### config.mk
export PLATFORM = sky130hd
export DESIGN_NAME = pwc_page_commit
export DESIGN_NICKNAME = d
export VERILOG_FILES = /design/src/rtl/pwc_pkg.sv /design/src/rtl/pwc_stage_buf.sv /design/src/rtl/pwc_guard.sv /design/src/rtl/pwc_commit_fsm.sv /design/src/rtl/pwc_page_commit.sv
export SDC_FILE = /design/constraint.sdc
export NUM_CORES = 2
export LEC_CHECK = 0
export ABC_CLOCK_PERIOD_IN_PS = 4500
export BUFFER_PORTS_ARGS = -buffer_cell sky130_fd_sc_hd__buf_2
export CAP_MARGIN = 20
export CORE_UTILIZATION = 40
export DETAILED_ROUTE_END_ITERATION = 16
export PLACE_DENSITY = 0.65
export SYNTH_ARGS = -nofsm -noshare
export SYNTH_HDL_FRONTEND = slang
export SYNTH_SLANG_ARGS = --single-unit
### constraint.sdc
create_clock -name clk -period 4.5 [get_ports clk]
set_input_delay 0.675 -clock clk [delete_from_list [all_inputs] [get_ports clk]]
set_output_delay 0.675 -clock clk [all_outputs]
set_load 0.02 [all_outputs]
### src/rtl/pwc_pkg.sv
package pwc_pkg;
  typedef enum logic [1:0] {
    PH_IDLE  = 2'd0,
    PH_WRITE = 2'd1,
    PH_PROG  = 2'd2
  } phase_e;
endpackage

### src/rtl/pwc_stage_buf.sv
module pwc_stage_buf #(
  parameter int DEPTH  = 256,
  parameter int DATA_W = 8,
  parameter int CNT_W  = $clog2(DEPTH + 1),
  parameter int IDX_W  = (DEPTH > 1) ? $clog2(DEPTH) : 1
) (
  input  logic              clk,
  input  logic              rst_n,
  input  logic              restart,
  input  logic              push,
  input  logic [DATA_W-1:0] din,
  input  logic              drop,
  input  logic [IDX_W-1:0]  rd_idx,
  output logic [DATA_W-1:0] rd_data,
  output logic [CNT_W-1:0]  fill_nxt
);
  logic [DATA_W-1:0] store_q [DEPTH];
  logic [CNT_W-1:0]  fill_q, fill_d, base_cnt;
  logic              room, wr_ok, fill_en;

  // restart empties the buffer before any byte of the same cycle lands
  always_comb begin
    base_cnt = restart ? '0 : fill_q;
    room     = base_cnt < CNT_W'(DEPTH);
    wr_ok    = push && room;
    fill_nxt = base_cnt + CNT_W'(wr_ok);
    fill_d   = drop ? '0 : fill_nxt;
    fill_en  = restart || push || drop;
  end

  always_ff @(posedge clk or negedge rst_n) begin
    if (!rst_n)       fill_q <= '0;
    else if (fill_en) fill_q <= fill_d;
  end

  // data storage carries no reset; only the fill count qualifies it
  always_ff @(posedge clk) begin
    if (wr_ok) store_q[base_cnt[IDX_W-1:0]] <= din;
  end

  assign rd_data = store_q[rd_idx];


  no_overflow_chk: assert property (@(posedge clk) disable iff (!rst_n)
    fill_q <= CNT_W'(DEPTH));
endmodule

### src/rtl/pwc_guard.sv
module pwc_guard #(
  parameter int ADDR_W = 19
) (
  input  logic [1:0]        level,
  input  logic [ADDR_W-1:0] addr,
  output logic              allowed
);
  logic top_half, top_quarter;

  always_comb begin
    top_half    = addr[ADDR_W-1];
    top_quarter = addr[ADDR_W-1] && addr[ADDR_W-2];
    unique case (level)
      2'b00:   allowed = 1'b1;
      2'b01:   allowed = !top_quarter;
      2'b10:   allowed = !top_half;
      default: allowed = 1'b0;
    endcase
  end
endmodule

### src/rtl/pwc_commit_fsm.sv
module pwc_commit_fsm
  import pwc_pkg::*;
#(
  parameter int CNT_W       = 9,
  parameter int PROG_CYCLES = 16,
  parameter int PC_W        = $clog2(PROG_CYCLES + 1)
) (
  input  logic             clk,
  input  logic             rst_n,
  input  logic             go,
  input  logic [CNT_W-1:0] len,
  output logic [CNT_W-1:0] idx,
  output logic             writing,
  output logic             busy,
  output logic             done
);
  phase_e           phase_q, phase_d;
  logic [CNT_W-1:0] idx_q, idx_d, len_q, len_d;
  logic [PC_W-1:0]  pcnt_q, pcnt_d;
  logic             done_d;
  logic             idx_en, len_en, pcnt_en;

  always_comb begin
    phase_d = phase_q;
    idx_d   = idx_q;
    len_d   = len_q;
    pcnt_d  = pcnt_q;
    done_d  = 1'b0;
    idx_en  = 1'b0;
    len_en  = 1'b0;
    pcnt_en = 1'b0;
    unique case (phase_q)
      PH_IDLE: begin
        if (go) begin
          phase_d = PH_WRITE;
          idx_d   = '0;
          idx_en  = 1'b1;
          len_d   = len;
          len_en  = 1'b1;
        end
      end
      PH_WRITE: begin
        if (idx_q == len_q - CNT_W'(1)) begin
          phase_d = PH_PROG;
          pcnt_d  = PC_W'(PROG_CYCLES - 1);
          pcnt_en = 1'b1;
        end else begin
          idx_d  = idx_q + CNT_W'(1);
          idx_en = 1'b1;
        end
      end
      PH_PROG: begin
        if (pcnt_q == '0) begin
          phase_d = PH_IDLE;
          done_d  = 1'b1;
        end else begin
          pcnt_d  = pcnt_q - PC_W'(1);
          pcnt_en = 1'b1;
        end
      end
      default: phase_d = PH_IDLE;
    endcase
  end

  always_ff @(posedge clk or negedge rst_n) begin
    if (!rst_n) begin
      phase_q <= PH_IDLE;
      idx_q   <= '0;
      len_q   <= '0;
      pcnt_q  <= '0;
      done_q_r: done <= 1'b0;
    end else begin
      phase_q <= phase_d;
      done    <= done_d;
      if (idx_en)  idx_q  <= idx_d;
      if (len_en)  len_q  <= len_d;
      if (pcnt_en) pcnt_q <= pcnt_d;
    end
  end

  assign idx     = idx_q;
  assign writing = (phase_q == PH_WRITE);
  assign busy    = (phase_q != PH_IDLE);


  done_edge_chk: assert property (@(posedge clk) disable iff (!rst_n)
    done |-> (!busy && $past(busy)));


  start_cause_chk: assert property (@(posedge clk) disable iff (!rst_n)
    $rose(busy) |-> ($past(go) && writing && idx == '0));
endmodule

### src/rtl/pwc_page_commit.sv
module pwc_page_commit #(
  parameter int ADDR_W      = 19,
  parameter int DATA_W      = 8,
  parameter int DEPTH       = 256,
  parameter int PROG_CYCLES = 16
) (
  input  logic              clk,
  input  logic              rst_n,
  input  logic              cmd_load,
  input  logic [ADDR_W-1:0] cmd_addr,
  input  logic              byte_stb,
  input  logic [DATA_W-1:0] byte_data,
  input  logic              cs_rise,
  input  logic [1:0]        bp,
  input  logic              wel,
  output logic              busy,
  output logic              done,
  output logic              mem_we,
  output logic [ADDR_W-1:0] mem_addr,
  output logic [DATA_W-1:0] mem_wdata
);
  localparam int CNT_W = $clog2(DEPTH + 1);
  localparam int IDX_W = (DEPTH > 1) ? $clog2(DEPTH) : 1;

  logic              idle, ld, stb, fin, go;
  logic [CNT_W-1:0]  fill_nxt, idx;
  logic              writing, allowed;
  logic [ADDR_W-1:0] base_q;
  logic [1:0]        bp_q;

  // every front-end event is dropped while a commit is running
  always_comb begin
    idle = !busy;
    ld   = cmd_load && idle;
    stb  = byte_stb && idle;
    fin  = cs_rise && idle;
    go   = fin && wel && (fill_nxt != '0);
  end

  always_ff @(posedge clk or negedge rst_n) begin
    if (!rst_n) begin
      base_q <= '0;
      bp_q   <= '0;
    end else begin
      if (ld) base_q <= cmd_addr;
      if (go) bp_q   <= bp;
    end
  end

  pwc_stage_buf #(
    .DEPTH  (DEPTH),
    .DATA_W (DATA_W),
    .CNT_W  (CNT_W),
    .IDX_W  (IDX_W)
  ) u_buf (
    .clk      (clk),
    .rst_n    (rst_n),
    .restart  (ld),
    .push     (stb),
    .din      (byte_data),
    .drop     (fin),
    .rd_idx   (idx[IDX_W-1:0]),
    .rd_data  (mem_wdata),
    .fill_nxt (fill_nxt)
  );

  pwc_commit_fsm #(
    .CNT_W       (CNT_W),
    .PROG_CYCLES (PROG_CYCLES)
  ) u_fsm (
    .clk     (clk),
    .rst_n   (rst_n),
    .go      (go),
    .len     (fill_nxt),
    .idx     (idx),
    .writing (writing),
    .busy    (busy),
    .done    (done)
  );

  // address arithmetic wraps naturally at the array top
  assign mem_addr = base_q + ADDR_W'(idx);

  pwc_guard #(
    .ADDR_W (ADDR_W)
  ) u_guard (
    .level   (bp_q),
    .addr    (mem_addr),
    .allowed (allowed)
  );

  assign mem_we = writing && allowed;


  we_in_busy_chk: assert property (@(posedge clk) disable iff (!rst_n)
    mem_we |-> busy);


  full_lock_chk: assert property (@(posedge clk) disable iff (!rst_n)
    mem_we |-> (bp_q != 2'b11));


  addr_step_chk: assert property (@(posedge clk) disable iff (!rst_n)
    (mem_we && $past(mem_we)) |-> (mem_addr == ADDR_W'($past(mem_addr) + 1'b1)));


  wel_gate_chk: assert property (@(posedge clk) disable iff (!rst_n)
    $rose(busy) |-> $past(cs_rise && wel));
endmodule

==> key figures <==
Finish
  • Post-Route Utilization: 0.476
  • FF/Latch Area: about 63000 um^2
  • Design area: approximately 98000 um^2
  • Fillers: 16500
  • Syn-to-layout area delta: 17.8%
  • Most common cell after layout, fill and taps aside: edfxtp_1
  • Most frequent cells in the layout: edfxtp_1, mux4_2, buf_4, nor2_1, clkbuf_16
  • Share of cells above drive strength 1: 0.318
  • Multi-input gate area: between 15000 and 20000 um^2
  • Nets@finish: 4526

Clock network
  • CTS tree: yes
  • Max Root-Sink Buffers: 3
  • Clk_lat worst skew: between 0.8 and 0.9 ns
  • H-tree levels: 4
  • Sink Count: around 2100
  • Root Buffer: clkbuf_16
  • Clock-pin slew on the worst setup and hold paths: about 0.07 ns
  • CTS buffer count: 200

STA
  • Setup TNS: -1.17 ns
  • Worst-margin pin slew: approximately 1.1 ns
  • RSZ-0062 raised after global routing: yes
  • Relative slew slack: 0.249
  • Final worst slack: -0.230 ns
  • Final Hold Viols: 0
  • Max Slew Vio Count: 0
  • Final setup fails: 8
  • Final worst-path cycle share: 1.05
  • Highest clock rate: 211 MHz
  • Setup Skew: about 0.056 ns
  • Fin crit period: approximately 4.7 ns

Synth
  • Count of cell types in the netlist: 76
  • Post-synth top area share: 0.741
  • Mapped Nets: approximately 4100
  • Synth warn: 0
  • Ys async rst share: 0.0266
  • Cell taking the most area after synthesis: edfxtp_1
  • Mapped Cells: ~4000
  • Post-Syn Area: approximately 83000 um^2
  • Flops & latches, synth: 2104
  • Syn avg cell area: ~21 um^2
  • Top cells by area, synth: edfxtp_1, mux4_2, dfrtp_1, nor2_1, mux2i_1
  • Most used DFF post-synth: edfxtp_1
  • Post-synth EDFFs: 2048
  • Sequential area share after synthesis: 0.758

Route
  • Routed WL: ~220 mm
  • Vias per cell: 5.91
  • Drt drc: 0
  • DRT iter0 DRCs: about 5900
  • First-pass detailed-route iteration total: 6
  • Post-route antenna net violation count: 0
  • Vias post-DR: about 43000
  • DR WL/cell: approximately 30 um

Placed design
  • PortBufs: 64
  • GP Congestion: roughly 0.9
  • Pre-CTS WS: -0.0408 ns
  • HPWL Detailed: between 100 and 150 mm
  • Placed cell area: a little under 90000 um^2

Floorplan
  • Rows: around 170
  • Die Y: approximately 460 um
  • Core ar.: about 200000 um^2
  • Die area: between 200000 and 250000 um^2
  • Initial Util: 0.404
  • Die span in x: approximately 460 um
  • Ports: 65

Global route
  • Largest net degree at the start of global routing: 129
  • GRT Resource Usage Total: 0.209
  • Vias in the first global route: about 43000
  • Initial antenna violation count: 8
  • First-pass GRT wire length: approximately 310 mm
  • Grt ovf: 0

Status
  • Failing checks: negative setup slack
  • Status: finished, violations left

Power and ir drop
  • P_sw: 15.2 mW
  • Net Sw Frac: 0.289
  • Pwr dens: 540 nW/um^2
  • Cell internal pwr: approximately 38 mW
  • Clock Power Share: 0.323
  • Maximum vdd drop: 0.452 mV
  • Static Leak: 30.9 nW
  • Seq pwr share: 0.416
  • Combinational Power Share: 0.260

Setup path
  • Slowest stage delay, CP: around 0.54 ns
  • Critical Path Fanout Max: 7
  • Crit end category: output port
  • WS Path Type: reg -> out
  • Crit path cell chain: buf_12 > buf_16 > buf_16 > mux4_2 > mux2i_4 > o21ai_2 > nor4_2 > buf_4 > a31o_1 > o211ai_1 > buf_4 > buf_6
  • Startpoint Class: register
  • Worst path bufs/invs: 6
  • CP Data Required Time: about 3.8 ns
  • Worst path arrival time: 4.06 ns
  • Crit path max-delay cell type: mux4_2
  • Crit-path leading delay family: buffers and inverters

Min path
  • Hold WC Path Type: in -> reg

Run
  • Max-cap violations: 0
==> synth_stat cells, drive strengths merged (3+ instances only) <==
cell type and n:
xor2 7, nor4 9, or2 6, mux2i 83, o21ai 43, a31o 3, o22ai 35, nand2 193
buf 122, o221ai 6, mux4 567, inv 24, a221o 3, a211oi 19, a22o 12, nor3 25
o211ai 8, a22oi 27, nor2 324, xnor2 24, o2111ai 3, and3 8, nand3 46, or4 3
nand2b 10, a21boi 4, mux2 7, nand4 14, dfrtp 56, a221oi 11, and2 13, a31oi 13
clkbuf 111, ha 18, a21oi 44, edfxtp 2048, a21o 8, o31ai 9, a2111oi 10, nor2b 12
==> area by class of cell <==
type	count	area share
Sequential cell	2104	0.643
Multi-Input combinational cell	1650	0.202
Clock buffer	248	0.0541
Timing Repair Buffer	491	0.0516
Tap cell	2688	0.0344
Clock inverter	117	0.0137
Inverter	25	0.00116
Antenna cell	3	0.0000768
==> metal layers <==
metal	share of wire	vias up	track usage
met3	0.098	379	0.0456
met1	0.40	23100	0.295
met2	0.47	2331	0.323
li1	-	17500	-
met4	0.032	2	0.0665
met5	0.000059	-	0
==> path summary, 6_finish.rpt <==
path | start | end | slack (ns) | depth (start not counted)
setup / recovery | u_fsm.idx[0] | mem_wdata[2] | -0.23 | 12
hold reg to reg | base_q[6] | base_q[6] | 0.49 | 2
hold / removal | cmd_addr[8] | base_q[8] | 0.06 | 3
min in group asynchronous | rst_n | base_q[9] | 0.34 | 2
max in group asynchronous | rst_n | u_fsm.idx[2] | 3.24 | 3
setup reg to reg | u_fsm.phase_q[0] | u_fsm.idx[0] | 0.53 | 13
==> sequential cells by signal, indices dropped and copies added (netlist names) <==
signal	count
base_q	19
bp_q	2
u_buf.fill_q	9
u_buf.store_q	2048
u_fsm.done	1
u_fsm.idx	9
u_fsm.len_q	9
u_fsm.pcnt_q	5
u_fsm.phase_q	2
==> metrics by stage <==
step	std cells	hold slack, ns	power [mW]
3_3_place_gp	6861	0.466	33.9
6_report	7326	0.0566	52.8
4_1_cts	7301	0.000993	52.7
3_5_place_dp	6861	0.471	33.9
5_1_grt	7323	0.0309	54.3
2_1_floorplan	4012	0.379	29.4
==> worst min-delay path, stage by stage <==
cell and delay, ns:
buf_2 0.07, nand2_1 0.04, nand2_1 0.06
==> logic make-up after synthesis <==
logic type,count (synthesis),synth area share
xor gates and xnor gates,31,0.00327
buffers and inverters,258,0.0144
DFF,2104,0.758
adders and majority gates,19,0.00295
muxes,657,0.165
AOI/OAI and AO/OA,272,0.0225
and+or+nand+nor,671,0.0345
==> power by group through the flow <==
stage | Combinational, mW | Sequential (mW) | Clock, mW
floorplan | 7.24 | 22.2 | 0
global placement | 11.5 | 22.4 | 0
detailed placement | 11.6 | 22.4 | 0
CTS | 13.4 | 21.9 | 17.3
global route | 14.3 | 22.0 | 18.0
finish | 13.8 | 22.0 | 17.1
==> timing repair <==
item / CTS / global route
setup buffers: 49 / 19
hold endpoints to repair: 29 / 0
cloned: 18 / 4
hold buffers: 9 / 0
gates resized for setup: 212 / 61
endpoints found under the setup margin: 16 / 14
pin swaps: 39 / 28
Power figures use the tool's default switching activity.
